`src/rtl/geo_pkg.sv`:
```
package geo_pkg;
  localparam int CAP_W     = 32;
  localparam int CYL_W     = 16;
  localparam int GEO_W     = 8;
  localparam int MAX_CYL   = 16383;
  localparam int MAX_HEADS = 16;
  localparam int MAX_SPT   = 63;
  localparam logic [CAP_W-1:0] CLAMP_CAP = CAP_W'(MAX_CYL * MAX_HEADS * MAX_SPT);

  typedef logic [CAP_W-1:0] cap_t;

  typedef enum logic [1:0] {
    ST_IDLE = 2'd0,
    ST_HDIV = 2'd1,
    ST_CDIV = 2'd2
  } seq_state_e;

  typedef struct packed {
    logic [CAP_W-1:0] rem;
    logic             qbit;
  } div_step_t;

  // One restoring step: shift in the next dividend bit, subtract if it fits.
  function automatic div_step_t div_step(input cap_t rem, input logic msb, input cap_t dvs);
    logic [CAP_W:0] trial;
    div_step_t      r;
    trial = {rem, msb};
    if (trial >= {1'b0, dvs}) begin
      r.rem  = CAP_W'(trial - {1'b0, dvs});
      r.qbit = 1'b1;
    end else begin
      r.rem  = trial[CAP_W-1:0];
      r.qbit = 1'b0;
    end
    return r;
  endfunction

  function automatic logic is_clamped(input cap_t cap);
    return cap >= CLAMP_CAP;
  endfunction

  function automatic logic [GEO_W-1:0] pick_spt(input cap_t cap);
    return (cap >= cap_t'(MAX_SPT)) ? GEO_W'(MAX_SPT) : cap[GEO_W-1:0];
  endfunction

  function automatic logic [GEO_W-1:0] sat_heads(input cap_t q);
    return (q >= cap_t'(MAX_HEADS)) ? GEO_W'(MAX_HEADS) : q[GEO_W-1:0];
  endfunction

  function automatic cap_t track_span(input logic [GEO_W-1:0] hd, input logic [GEO_W-1:0] spt);
    return cap_t'(hd) * cap_t'(spt);
  endfunction
endpackage

```
`src/rtl/geo_div.sv`:
```
module geo_div
  import geo_pkg::*;
(
  input  logic       clk,
  input  logic       rst_n,
  input  logic       go,
  input  cap_t       dividend,
  input  cap_t       divisor,
  output logic       busy,
  output logic       fin,
  output cap_t       quotient
);
  localparam int CW = $clog2(CAP_W + 1);

  cap_t          rem_q, quo_q, dvs_q, dvd_q;
  logic [CW-1:0] cnt_q;
  div_step_t     nxt;
  logic          last_step;

  assign busy      = (cnt_q != '0);
  assign nxt       = div_step(rem_q, quo_q[CAP_W-1], dvs_q);
  assign last_step = busy && (cnt_q == CW'(1));
  assign quotient  = quo_q;

  always_ff @(posedge clk or negedge rst_n) begin
    if (!rst_n) begin
      rem_q <= '0;
      quo_q <= '0;
      dvs_q <= '0;
      dvd_q <= '0;
      cnt_q <= '0;
      fin   <= 1'b0;
    end else begin
      fin <= 1'b0;
      if (go) begin
        rem_q <= '0;
        quo_q <= dividend;
        dvs_q <= divisor;
        dvd_q <= dividend;
        cnt_q <= CW'(CAP_W);
      end else if (busy) begin
        rem_q <= nxt.rem;
        quo_q <= {quo_q[CAP_W-2:0], nxt.qbit};
        cnt_q <= cnt_q - CW'(1);
        if (last_step) fin <= 1'b1;
      end
    end
  end

  // a finished division satisfies q*d + r == n with r < d
  a_r5_div_identity: assert property (@(posedge clk) disable iff (!rst_n)
    fin |-> (({{CAP_W{1'b0}}, quo_q} * {{CAP_W{1'b0}}, dvs_q} + {{CAP_W{1'b0}}, rem_q})
             == {{CAP_W{1'b0}}, dvd_q}) && (rem_q < dvs_q));
  // never asked to divide by zero
  a_r6_no_zero_divisor: assert property (@(posedge clk) disable iff (!rst_n)
    go |-> (divisor != '0));
  // no reload while a division is running
  a_r9_no_go_busy: assert property (@(posedge clk) disable iff (!rst_n)
    go |-> !busy);
  // completion leaves the divider idle for the next operand
  a_r7_fin_idle: assert property (@(posedge clk) disable iff (!rst_n)
    last_step |=> fin && !busy);
endmodule

```
`src/rtl/geo_seq.sv`:
```
module geo_seq
  import geo_pkg::*;
(
  input  logic             clk,
  input  logic             rst_n,
  input  logic             start,
  input  cap_t             capacity,
  input  logic             div_busy,
  input  logic             div_fin,
  input  cap_t             div_q,
  output logic             div_go,
  output cap_t             div_dvd,
  output cap_t             div_dvs,
  output logic [CYL_W-1:0] cylinders,
  output logic [GEO_W-1:0] heads,
  output logic [GEO_W-1:0] sectors,
  output logic             done
);
  seq_state_e       state_q;
  cap_t             cap_q;
  logic [GEO_W-1:0] spt_q, hd_q;
  logic [GEO_W-1:0] hd_now;
  logic             accept, take_zero, take_clamp, take_div;

  assign accept     = (state_q == ST_IDLE) && start;
  assign take_zero  = accept && (capacity == '0);
  assign take_clamp = accept && !take_zero && is_clamped(capacity);
  assign take_div   = accept && !take_zero && !take_clamp;
  assign hd_now     = sat_heads(div_q);

  always_comb begin
    div_go  = 1'b0;
    div_dvd = '0;
    div_dvs = '0;
    if (take_div) begin
      div_go  = 1'b1;
      div_dvd = capacity;
      div_dvs = cap_t'(pick_spt(capacity));
    end else if (state_q == ST_HDIV && div_fin) begin
      div_go  = 1'b1;
      div_dvd = cap_q;
      div_dvs = track_span(hd_now, spt_q);
    end
  end

  always_ff @(posedge clk or negedge rst_n) begin
    if (!rst_n) begin
      state_q   <= ST_IDLE;
      cap_q     <= '0;
      spt_q     <= '0;
      hd_q      <= '0;
      cylinders <= '0;
      heads     <= '0;
      sectors   <= '0;
      done      <= 1'b0;
    end else begin
      done <= 1'b0;
      unique case (state_q)
        ST_IDLE: begin
          if (take_zero) begin
            cylinders <= '0;
            heads     <= '0;
            sectors   <= '0;
            done      <= 1'b1;
          end else if (take_clamp) begin
            cylinders <= CYL_W'(MAX_CYL);
            heads     <= GEO_W'(MAX_HEADS);
            sectors   <= GEO_W'(MAX_SPT);
            done      <= 1'b1;
          end else if (take_div) begin
            cap_q   <= capacity;
            spt_q   <= pick_spt(capacity);
            state_q <= ST_HDIV;
          end
        end
        ST_HDIV: begin
          if (div_fin) begin
            hd_q    <= hd_now;
            state_q <= ST_CDIV;
          end
        end
        ST_CDIV: begin
          if (div_fin) begin
            cylinders <= div_q[CYL_W-1:0];
            heads     <= hd_q;
            sectors   <= spt_q;
            done      <= 1'b1;
            state_q   <= ST_IDLE;
          end
        end
        default: state_q <= ST_IDLE;
      endcase
    end
  end

  // done lasts one cycle
  a_r8_done_pulse: assert property (@(posedge clk) disable iff (!rst_n)
    done |=> !done);
  // outputs move only with done
  a_r8_hold: assert property (@(posedge clk) disable iff (!rst_n)
    !done |-> $stable({cylinders, heads, sectors}));
  // head count never above the saturation value
  a_r4_heads_range: assert property (@(posedge clk) disable iff (!rst_n)
    done |-> (heads <= GEO_W'(MAX_HEADS)));
  // empty disk finishes next edge with zero geometry
  a_r6_zero_fast: assert property (@(posedge clk) disable iff (!rst_n)
    take_zero |=> done && cylinders == '0 && heads == '0 && sectors == '0);
  // large disk finishes next edge with the fixed geometry
  a_r2_clamp_fast: assert property (@(posedge clk) disable iff (!rst_n)
    take_clamp |=> done && cylinders == CYL_W'(MAX_CYL)
                   && heads == GEO_W'(MAX_HEADS) && sectors == GEO_W'(MAX_SPT));
  // latched capacity is untouched while a computation runs
  a_r9_busy_ignore: assert property (@(posedge clk) disable iff (!rst_n)
    (state_q != ST_IDLE) |=> $stable(cap_q));
  // second division starts exactly as the first one ends
  a_r7_chain: assert property (@(posedge clk) disable iff (!rst_n)
    (state_q == ST_HDIV && div_fin) |-> div_go && !div_busy);
endmodule

```
`src/rtl/geo_chs_calc.sv`:
```
module geo_chs_calc
  import geo_pkg::*;
(
  input  logic             clk,
  input  logic             rst_n,
  input  logic             start,
  input  logic [31:0]      capacity,
  output logic [15:0]      cylinders,
  output logic [7:0]       heads,
  output logic [7:0]       sectors,
  output logic             done
);
  logic div_go, div_busy, div_fin;
  cap_t div_dvd, div_dvs, div_q;

  geo_seq u_seq (
    .clk       (clk),
    .rst_n     (rst_n),
    .start     (start),
    .capacity  (capacity),
    .div_busy  (div_busy),
    .div_fin   (div_fin),
    .div_q     (div_q),
    .div_go    (div_go),
    .div_dvd   (div_dvd),
    .div_dvs   (div_dvs),
    .cylinders (cylinders),
    .heads     (heads),
    .sectors   (sectors),
    .done      (done)
  );

  geo_div u_div (
    .clk      (clk),
    .rst_n    (rst_n),
    .go       (div_go),
    .dividend (div_dvd),
    .divisor  (div_dvs),
    .busy     (div_busy),
    .fin      (div_fin),
    .quotient (div_q)
  );
endmodule

```
`config.mk`:
```
export PLATFORM = sky130hd
export DESIGN_NAME = geo_chs_calc
export DESIGN_NICKNAME = d
export VERILOG_FILES = /design/src/rtl/geo_pkg.sv /design/src/rtl/geo_div.sv /design/src/rtl/geo_seq.sv /design/src/rtl/geo_chs_calc.sv
export SDC_FILE = /design/constraint.sdc
export NUM_CORES = 1
export LEC_CHECK = 0
export BUFFER_PORTS_ARGS = -buffer_cell sky130_fd_sc_hd__buf_2
export CORE_UTILIZATION = 30
export CTS_CLUSTER_SIZE = 10
export DETAILED_ROUTE_END_ITERATION = 6
export PLACE_DENSITY = 0.47
export SLEW_MARGIN = 20
export SYNTH_ARGS = -nofsm -noshare
export SYNTH_HDL_FRONTEND = slang
export SYNTH_SLANG_ARGS = --single-unit
```
`constraint.sdc`:
```
create_clock -name clk -period 8.5 [get_ports clk]
set_clock_uncertainty 0.2 [all_clocks]
set_input_delay 0.425 -clock clk [delete_from_list [all_inputs] [get_ports clk]]
set_output_delay 0.425 -clock clk [all_outputs]
set_load 0.02 [all_outputs]
```
# Word level (Yosys, flattened, before mapping)
# Index checks and enable logic that the tools add are counted.
[totals]
reg_bits = 186
latchBits = 0
ramBits = 0
rom_bits = 0
out_inout_bits = 33
word_cells = 89
mem_count = 0
[op_classes]
add_sub_neg = 2
n_mul = 1
div = 0
order_cmp = 4
n_eq_ne = 9
shift = 0
n_mux = 40
n_bitwise = 2
n_reduce_logical = 18
[ops]
columns = ["cell", "n"]
rows = [
  ["$mux W32", 7],
  ["$mux W16", 4],
  ["$mux W8", 8],
  ["$ge A33 B32 Y1", 1],
  ["$mux W33", 1],
  ["$ge A32 B24 Y1 const B", 1],
  ["$ge A32 B5 Y1 const B", 1],
  ["$ge A32 B6 Y1 const B", 1],
  ["$logic_not A32 Y1", 1],
  ["$pmux W16 S2", 1],
  ["$pmux W8 S2", 2],
  ["$sub A32 B32 Y32", 1],
  ["$mul A8 B8 Y16", 1],
  ["$mux W6", 2],
  ["$mux W2", 5],
  ["$mux W1", 8],
  ["$logic_and A1 B1 Y1", 7],
  ["$eq A6 B1 Y1 const B", 1],
  ["$ne A2 B1 Y1 const B", 3],
  ["$pmux W2 S3", 1],
  ["$reduce_bool A6 Y1", 1],
  ["$sub A6 B1 Y6 const B", 1],
  ["$reduce_and A5 Y1", 1],
  ["$ne A2 B2 Y1 const B", 2],
  ["other kinds (11)", 14],
]

# Longest topological paths before layout
# Gate-level depths: netlist of run 1.
[logic_depth]
depth_word = 12
depth_mapped = 23

# Cells and area by module
# From an unflattened synthesis of run 1, not the netlist that was laid out.
[hier_totals]
hier_cells = 1362
hier_area_um2 = 12388.1
[by_module_without_submodules]
columns = ["module", "n_inst", "cells_per_inst", "area_each_um2"]
rows = [
  ["geo_div", 1, 742, 6525.0],
  ["geo_seq", 1, 620, 5863.1],
]

# Worst setup path after synthesis of run 1
# OpenSTA, ideal clock, no wires.
[synth_timing]
kind = "flip-flop to flip-flop"
startpoint = "reg u_div.quo_q[26], in the netlist u_div.quotient[26]"
endpoint = "reg u_div.dvs_q[14]"
arrival_ns = 4.981
setup_slack_ns = 3.181
path_stages_with_launch = 22
n_path_buf = 2
synth_period_minus_slack_ns = 5.319
path_cell_list = "dfrtp_1 > nor4_1 > nand4_1 > nor2_1 > clkbuf_1 > clkbuf_1 > and3_1 > fa_1 > fa_1 > fa_1 > inv_1 > fa_1 > inv_1 > ha_1 > a21o_1 > a31oi_1 > o21ai_0 > o21ai_0 > nand2b_1 > a21oi_1 > xor2_1 > o22ai_1"
[synth_between]
elab_chain_cells = 5
[synth_rtl]
columns = ["item", "line_no", "source"]
rows = [
  ["start: declaration", "geo_div.sv:15", "cap_t rem_q, quo_q, dvs_q, dvd_q;"],
  ["start signal: assignment", "geo_div.sv:37", "quo_q <= dividend;"],
  ["start signal: assignment", "geo_div.sv:43", "quo_q <= {quo_q[CAP_W-2:0], nxt.qbit};"],
  ["$ge A32 B5 Y1", "geo_pkg.sv:47", "return (q >= cap_t'(MAX_HEADS)) ? GEO_W'(MAX_HEADS) : q[GEO_W-1:0];"],
  ["$mux W8", "geo_pkg.sv:47", ""],
  ["$mul A8 B8 Y16", "geo_pkg.sv:51", "return cap_t'(hd) * cap_t'(spt);"],
  ["$mux W16", "geo_seq.sv:39", "end else if (state_q == ST_HDIV && div_fin) begin"],
  ["$mux W32", "geo_seq.sv:35", "if (take_div) begin"],
  ["end signal: assignment", "geo_div.sv:38", "dvs_q <= divisor;"],
  ["end: declaration", "geo_div.sv:15", ""],
]
# No other way between the ends.
# A chain may end at the register's enable or synchronous reset.

# Worst setup path in the final report of run 1
[layout_timing]
startpoint = "reg u_div.quo_q[19], in the netlist u_div.quotient[19]"
endpoint = "reg u_div.dvs_q[14]"
# Same word-level chain as after synthesis.

==> results.toml, run 1 <==
[cts]
cts_setup_buffers = 0
path_clk_slew_ns = 0.08
root_buffer = "clkbuf_16"
h-tree-depth = 4
cts_hold_buf = 1
cts_tree = "done"
cts_made_buffers = 17
clk_latency_ns = 0.44
cts_sinks = 170
cts_resized = 0
clockBufferDepth = 2

[setup_path]
cp.arrival_ns = 5.93
endpoint_kind = "flop"
crit_slowest_cell = "fa_1"
required_ns = 8.59
cp.buffers_inverters = 4
critPathMaxFanout = 38
worst-setup-path-type = "reg -> reg"
start_kind = "flop"
crit_top_cell = "fa_1"
r2r_slack_ns = 2.66
critPathMaxStageDelay_ns = 0.55
crit_family = "adder cells"
cp_cell_sequence = "nor4_1, nand4_1, nor2_2, buf_4, and2_1, nand2_1, fa_1, fa_1, inv_1, fa_1, inv_1, fa_1, inv_1, ha_1, a21o_1, a31oi_1, o21ai_0, o21ai_0, nand2b_1, a21oi_1, xor2_1, o22ai_1"
rr_worst_depth = 22
reg2reg_to = "u_div.dvs_q[14]"
r2r-start = "u_div.quotient[19]"

[synth]
synth_top_cell_area_share = 0.416
yosys.cell_types.count = 57
yosys.area.top_type = "dfrtp_1"
synth_area_per_cell_sq_um = 9.26
syn_inst = 1103
ys_warn_count = 0
synth-edff-count = 0
synth_area_leaders = "dfrtp_1, fa_1, ha_1"
syn_area_sq_um = 10200
yosysMostFrequentCell = "dfrtp_1"
synth_flop_cell = "dfrtp_1"
synthTopCellsByCount = "dfrtp_1, nand2_1, nor2_1"
synth-seq-cells = 170
async_flop_share = 1.00
ys_seq_area_frac = 0.416

[final_layout]
drive_above_1_share = 0.130
diodes = 0
fin_util = 0.347
fillers = 3489
area_growth_pct = 14.0
fin_area_sq_um = 11600
fin_cells = 1623
layout.nets = 1289

[power]
leakage_uw = 0.00577
vdd_drop_max_mv = 0.398
power_density_nw_per_um2 = 311

[sta]
post-route-min-period_ns = 5.84
hold_viol = 0
rsz0062_at_grt = "false"
period_share = 0.687
tightest_slew_ns = 0.897
drv_slew = 0
finalSetupViolations = 0
slew_headroom = 0.400
fin_ws_ns = 2.66
fmax_mhz = 171
tns_ns = 0

[hold_path]
whs_path_depth = 2
hp-class = "in -> reg"
whs_endpoint = "u_seq.cap_q[9]"
min_from = "capacity[9]"

[die]
core-area_sq_um = 33500
initial_core_util = 0.305
die_h_um = 187
die_w_um = 187
die_area_sq_um = 34800
row_count = 67
io_pins = 68

[placed_design]
place_area_sq_um = 11000
dpl.cell_count = 1590
preCtsSetupSlack_ns = 2.70
gp_congestion = 0.777
dp_hpwl_um = 17000
port_buffers = 67

[routing]
first_pass_iters = 6
wire_per_inst_um = 15.1
finalWirelength_um = 24600
viasPerCell = 4.80
detail-route-antenna-nets = 0
drcViolationCount = 0
vias = 7791
drtIter0Drc = 281

[run_status]
status = "finished clean"

[job]
cap_viol_max_count = 0

[global_route]
grtUsageTotal = 0.148
antenna_found_initial = 0
grt_pass1_wl_um = 42200
grt_pass1_vias = 8045
gr-total-overflow = 0
grt_max_degree = 91
[layer usage]
| metal | GRT usage | wire (um) | vias to the layer above | share of wire |
|---|---|---|---|---|
| met2 | 0.234 | 11000 | 84 | 0.45 |
| met5 | 0 | 0 | - | 0 |
| met1 | 0.213 | 12800 | 3824 | 0.52 |
| li1 | - | - | 3866 | - |
| met4 | 0.0322 | 208 | 0 | 0.0085 |
| met3 | 0.0252 | 529 | 17 | 0.022 |
[worst max path at each step]
stage                            start         endpoint  slack (ns)  cells after the start
floorplan           u_div.quotient[26]  u_div.dvs_q[14]        3.18                     21
global placement    u_div.quotient[26]  u_div.dvs_q[14]        2.76                     22
detailed placement  u_div.quotient[26]  u_div.dvs_q[14]        2.70                     22
CTS                 u_div.quotient[19]  u_div.dvs_q[14]        2.65                     22
global route        u_div.quotient[27]  u_div.dvs_q[14]        2.19                     22
finish              u_div.quotient[19]  u_div.dvs_q[14]        2.66                     22
[registers in the layout, summed over array words and instances, names as in the netlist]
signal           cells
u_div.cnt_q          6
u_div.dvs_q         16
u_div.fin            1
u_div.quotient      32
u_div.rem_q         32
u_seq.cap_q         32
u_seq.cylinders     16
u_seq.done           1
u_seq.hd_q           8
u_seq.heads          8
u_seq.sectors        8
u_seq.spt_q          8
u_seq.state_q        2
[per-stage QoR]
| stage | hold WS [ns] | power [uW] |
|---|---|---|
| floorplan | -0.0706 | 2450 |
| detailed placement | 0.265 | 2850 |
| global placement | 0.264 | 2860 |
| finish | 0.0630 | 3620 |
| global route | 0.0627 | 3950 |
| CTS | 0.0413 | 3660 |
[cell usage in the layout, fill, tap and decap left out, types with 24 or more instances in the layout]
| master | count |
|---|---|
| fa_1 | 37 |
| ha_1 | 55 |
| buf_2 | 66 |
| inv_1 | 84 |
| nand2_1 | 137 |
| a31oi_1 | 50 |
| conb_1 | 24 |
| o21ai_0 | 58 |
| a21oi_1 | 40 |
| nand3_1 | 35 |
| xnor2_1 | 25 |
| nor2_1 | 108 |
| mux2_2 | 25 |
| dfrtp_1 | 170 |
| and3_1 | 30 |
[kinds of logic (layout without fill, tap and decap cells)]
kind of cell | count (synthesis) | in the layout | synth area share
other | 2 | 24 | 0.000735
buffers and inverters | 144 | 194 | 0.0560
AO/OA/AOI/OAI | 226 | 226 | 0.141
AND/OR/NAND/NOR | 402 | 402 | 0.182
flip-flops | 170 | 170 | 0.416
multiplexers | 25 | 25 | 0.0276
XOR/XNOR | 42 | 42 | 0.0360
adder cells (fa/ha/maj) | 92 | 92 | 0.140
[area by class of cell]
type | count | area, sq um | share of cell area
clock inverter | 14 | 148 | 0.0127
multi-input combinational | 811 | 5500 | 0.472
clock buffer | 18 | 439 | 0.0377
tap | 448 | 561 | 0.0481
timing repair buffer | 78 | 430 | 0.0370
inverter | 84 | 315 | 0.0271
sequential | 170 | 4250 | 0.365
[where the power goes]
| group | internal, uW | switching (uW) | leakage, uW | total, uW |
|---|---|---|---|---|
| clock | 401 | 386 | 0.000287 | 786 |
| sequential | 922 | 45.2 | 0.00222 | 967 |
| combinational | 795 | 1070 | 0.00326 | 1860 |
| total | 2120 | 1500 | 0.00577 | 3620 |
Note: power is estimated with default switching activity, not from simulation.
==> inputs of run 2 (changes only) <==
PLACE_DENSITY = 0.49   (was 0.47)
clock period = 5.3 ns   (was 8.5 ns; I/O delays follow)
==> results.toml, run 2 (synthesis gave the netlist of run 1 again) <==
[final_layout]
fin_util = 0.377
drive_above_1_share = 0.201
area_growth_pct = 23.7
final_cell_mix = "dfrtp_1, nand2_1, nor2_1"
diodes = 0
final_common_cell = "dfrtp_1"
fin_cells = 1706
layout.nets = 1373

[routing]
first_pass_iters = 6
finalWirelength_um = 25100
detail-route-antenna-nets = 0
drtIter0Drc = 411
viasPerCell = 4.74
vias = 8094
wire_per_inst_um = 14.7
drcViolationCount = 0

[global_route]
gr-total-overflow = 0
grt_pass1_vias = 8210
grt_pass1_wl_um = 42800
antenna_found_initial = 1
grt_max_degree = 105
grtUsageTotal = 0.151

[power]
power_density_nw_per_um2 = 474
leakage_uw = 0.00625
vdd_drop_max_mv = 0.572

[cts]
cts_sinks = 170
cts_made_buffers = 17
cts_tree = "done"
clk_latency_ns = 0.44
root_buffer = "clkbuf_16"
path_clk_slew_ns = 0.07
h-tree-depth = 4
clockBufferDepth = 2

[sta]
rsz0062_at_grt = "true"
fmax_mhz = 192
tightest_slew_ns = 1.12
hold_viol = 0
period_share = 0.980
post-route-min-period_ns = 5.20
slew_headroom = 0.254
drv_slew = 0
finalSetupViolations = 0

[setup_path]
crit_slowest_cell = "fa_1"
cp.buffers_inverters = 4
endpoint_kind = "flop"
cp.arrival_ns = 5.27
crit_top_cell = "fa_1"
critPathMaxStageDelay_ns = 0.57
worst-setup-path-type = "reg -> reg"
start_kind = "flop"
required_ns = 5.38
cp_cell_sequence = "nor4_4, nand4_1, nor2_4, buf_12, buf_8, nor2b_4, fa_1, fa_1, fa_1, inv_2, fa_1, inv_2, ha_4, a21o_1, a31oi_4, o21ai_2, o21ai_1, nand2b_1, a21oi_2, xor2_1, o22ai_1"
critPathMaxFanout = 7
crit_family = "adder cells"

[die]
io_pins = 68
initial_core_util = 0.305
die_w_um = 187
die_area_sq_um = 34800
core-area_sq_um = 33500
row_count = 67
die_h_um = 187

[placed_design]
port_buffers = 67
dpl.cell_count = 1642
dp_hpwl_um = 17400
gp_congestion = 0.766

[job]
cap_viol_max_count = 0

[run_status]
status = "finished clean"

[hold_path]
hp-class = "in -> reg"
==> run 2: report_power, final <==
part / total [uW] / switching [uW] / leakage (uW) / internal (uW)
registers: 1550 / 69.2 / 0.00222 / 1480
clock network: 1300 / 573 / 0.000288 / 723
logic: 3140 / 1780 / 0.00374 / 1360
==> run 2: layout make-up <==
| type | instances | area [sq um] |
|---|---|---|
| inverter | 84 | 318 |
| multi-input combinational | 811 | 5720 |
| clock buffer | 19 | 443 |
| timing repair buffer | 162 | 1180 |
| sequential | 170 | 4250 |
| fill | 3420 | 20900 |
| tap | 448 | 561 |
| clock inverter | 12 | 155 |
==> run 2: metal layers <==
metal,global-route usage,vias up,routed length [um]
li1,-,4030,-
met1,0.214,3932,12500
met2,0.240,109,11600
met3,0.0250,21,690
met4,0.0344,2,264
met5,0,-,17
==> run 2: metrics by stage <==
step / setup TNS, ns / power, uW / instance area [sq um] / hold WS [ns] / setup WS (ns)
floorplan: 0 / 3930 / 10300 / -0.231 / 0.0646
global placement: -0.434 / 4550 / 11400 / 0.260 / -0.212
detailed placement: -0.452 / 4590 / 11400 / 0.262 / -0.228
CTS: 0 / 5960 / 12400 / 0.00423 / 0.00612
global route: -0.541 / 6490 / 12600 / 0.00684 / -0.266
finish: 0 / 5980 / 12600 / 0.00105 / 0.104
==> run 2: timing repair <==
action                                  4_1_cts  5_1_grt
gates cloned                                  1        1
pin swaps                                    25       32
endpoints found under the hold margin       125        0
gates resized for setup                      27       34
setup buffers                                 2        5
hold buffers                                 24        0
endpoints found under the setup margin        4        6
==> run 2: final timing paths <==
check,from,end,slack [ns],depth (start not counted)
max in group asynchronous,rst_n,u_seq.hd_q[2],3.65,4
min in group asynchronous,rst_n,u_div.rem_q[23],0.09,2
hold / removal,capacity[0],u_seq.cap_q[0],0.001,2
hold reg to reg,u_seq.hd_q[0],u_seq.hd_q[0],0.28,2
setup reg to reg,u_div.quotient[26],u_div.dvs_q[14],0.10,21
setup / recovery,u_div.quotient[26],u_div.dvs_q[14],0.10,21
==> inputs of run 3 (changes only) <==
CORE_UTILIZATION = 56   (was 30)
PLACE_DENSITY = 0.8   (was 0.49)
==> results.toml, run 3 (synthesis gave the netlist of run 1 again) <==
[sta]
fmax_mhz = 187
finalSetupViolations = 1
tns_ns = -0.0602
hold_viol = 0
tightest_slew_ns = 0.983
period_share = 1.01
fin_ws_ns = -0.0602
post-route-min-period_ns = 5.36
rsz0062_at_grt = "true"
slew_headroom = 0.342
drv_slew = 0

[die]
die_h_um = 137
die_w_um = 137
core-area_sq_um = 17900
io_pins = 68
initial_core_util = 0.571
die_area_sq_um = 18800
row_count = 49

[cts]
path_clk_slew_ns = 0.07
cts_made_buffers = 17
clockBufferDepth = 2
cts_sinks = 170
root_buffer = "clkbuf_16"
clk_latency_ns = 0.44
cts_tree = "done"
h-tree-depth = 4

[global_route]
grt_max_degree = 71
grt_pass1_vias = 8351
grt_pass1_wl_um = 39800
gr-total-overflow = 0
grtUsageTotal = 0.271
antenna_found_initial = 0

[final_layout]
diodes = 0
drive_above_1_share = 0.203
area_growth_pct = 20.7
layout.nets = 1376
final_cell_mix = "dfrtp_1, nand2_1, nor2_1"
fin_area_sq_um = 12300
final_common_cell = "dfrtp_1"

[setup_path]
critPathMaxFanout = 6
worst-setup-path-type = "reg -> reg"
endpoint_kind = "flop"
start_kind = "flop"
cp.arrival_ns = 5.45
required_ns = 5.39

[routing]
viasPerCell = 5.79
vias = 8629
wire_per_inst_um = 16.9
drtIter0Drc = 690
finalWirelength_um = 25100
detail-route-antenna-nets = 0
first_pass_iters = 5
drcViolationCount = 0

[placed_design]
place_area_sq_um = 11100
dp_hpwl_um = 16000
port_buffers = 67
gp_congestion = 0.840

[hold_path]
hp-class = "in -> reg"

[job]
cap_viol_max_count = 0

[power]
vdd_drop_max_mv = 0.615
power_density_nw_per_um2 = 473
leakage_uw = 0.00623

[run_status]
status = "finished with violations"
violations = "setup timing"
-- run 3: stage by stage --
step / hold WS [ns] / utilization / std cells / worst slack, ns / power, uW
6_report: 0.0629 / 0.689 / 1491 / -0.0602 / 5830
5_1_grt: 0.0914 / 0.689 / 1491 / -0.325 / 6290
4_1_cts: 0.0515 / 0.681 / 1489 / -0.00636 / 5800
3_5_place_dp: 0.00349 / 0.623 / 1422 / -0.320 / 4500
3_3_place_gp: 0.00392 / 0.623 / 1422 / -0.0615 / 4420
2_1_floorplan: -0.231 / - / 1125 / 0.0646 / 3930
-- run 3: worst paths after layout --
kind	start	end	slack, ns	cells past startpoint
min in group asynchronous	rst_n	u_seq.cylinders[12]	0.09	2
max in group asynchronous	rst_n	u_div.rem_q[12]	3.57	3
setup reg to reg	u_div.quotient[26]	u_div.dvs_q[14]	-0.06	23
hold reg to reg	u_seq.hd_q[2]	u_seq.hd_q[2]	0.28	2
hold / removal	start	u_seq.done	0.06	3
setup / recovery	u_div.quotient[26]	u_div.dvs_q[14]	-0.06	23
-- run 3: routing by layer --
layer / track usage / wire length [um] / vias to the layer above
li1: - / - / 4031
met1: 0.340 / 10500 / 4247
met2: 0.468 / 12700 / 288
met3: 0.0511 / 1200 / 63
met4: 0.0910 / 726 / 0
met5: 0 / 0 / -
-- run 3: where the power goes --
group          internal [uW]  leakage [uW]  switching (uW)
Combinational           1320       0.00372            1730
Clock                    640      0.000285             586
Sequential              1480       0.00222            69.9
-- run 3: worst max-delay path, cell delays in order (launching register included) --
cell and delay (ns):
dfrtp_1 0.42, nor4_4 0.31, nand4_1 0.22, nor2_4 0.18, buf_6 0.15, buf_8 0.11, nor2b_2 0.04, fa_1 0.50
inv_2 0.05, fa_1 0.57, inv_2 0.05, fa_1 0.50, inv_2 0.04, fa_1 0.36, inv_1 0.11, ha_4 0.21
a21o_1 0.21, a31oi_4 0.18, o21ai_2 0.10, o21ai_1 0.13, nand2b_1 0.10, a21oi_2 0.17, xor2_1 0.18, o22ai_1 0.11
-- run 3: what timing repair did --
| item | in CTS | in global routing |
|---|---|---|
| endpoints found under the hold margin | 69 | 0 |
| buffers inserted | 9 | 3 |
| hold buffers | 25 | 0 |
| gates cloned | 1 | 0 |
| pin swaps | 29 | 28 |
| gates resized for setup | 32 | 32 |
| setup endpoints to repair | 4 | 6 |
-- run 3: area by class of cell --
cell class	instances	area [sq um]
Clock inverter	14	154
Inverter	84	315
Sequential cell	170	4250
Timing Repair Buffer	165	1160
Tap cell	229	287
Fill cell	1251	5570
Clock buffer	18	439
Multi-Input combinational cell	811	5720
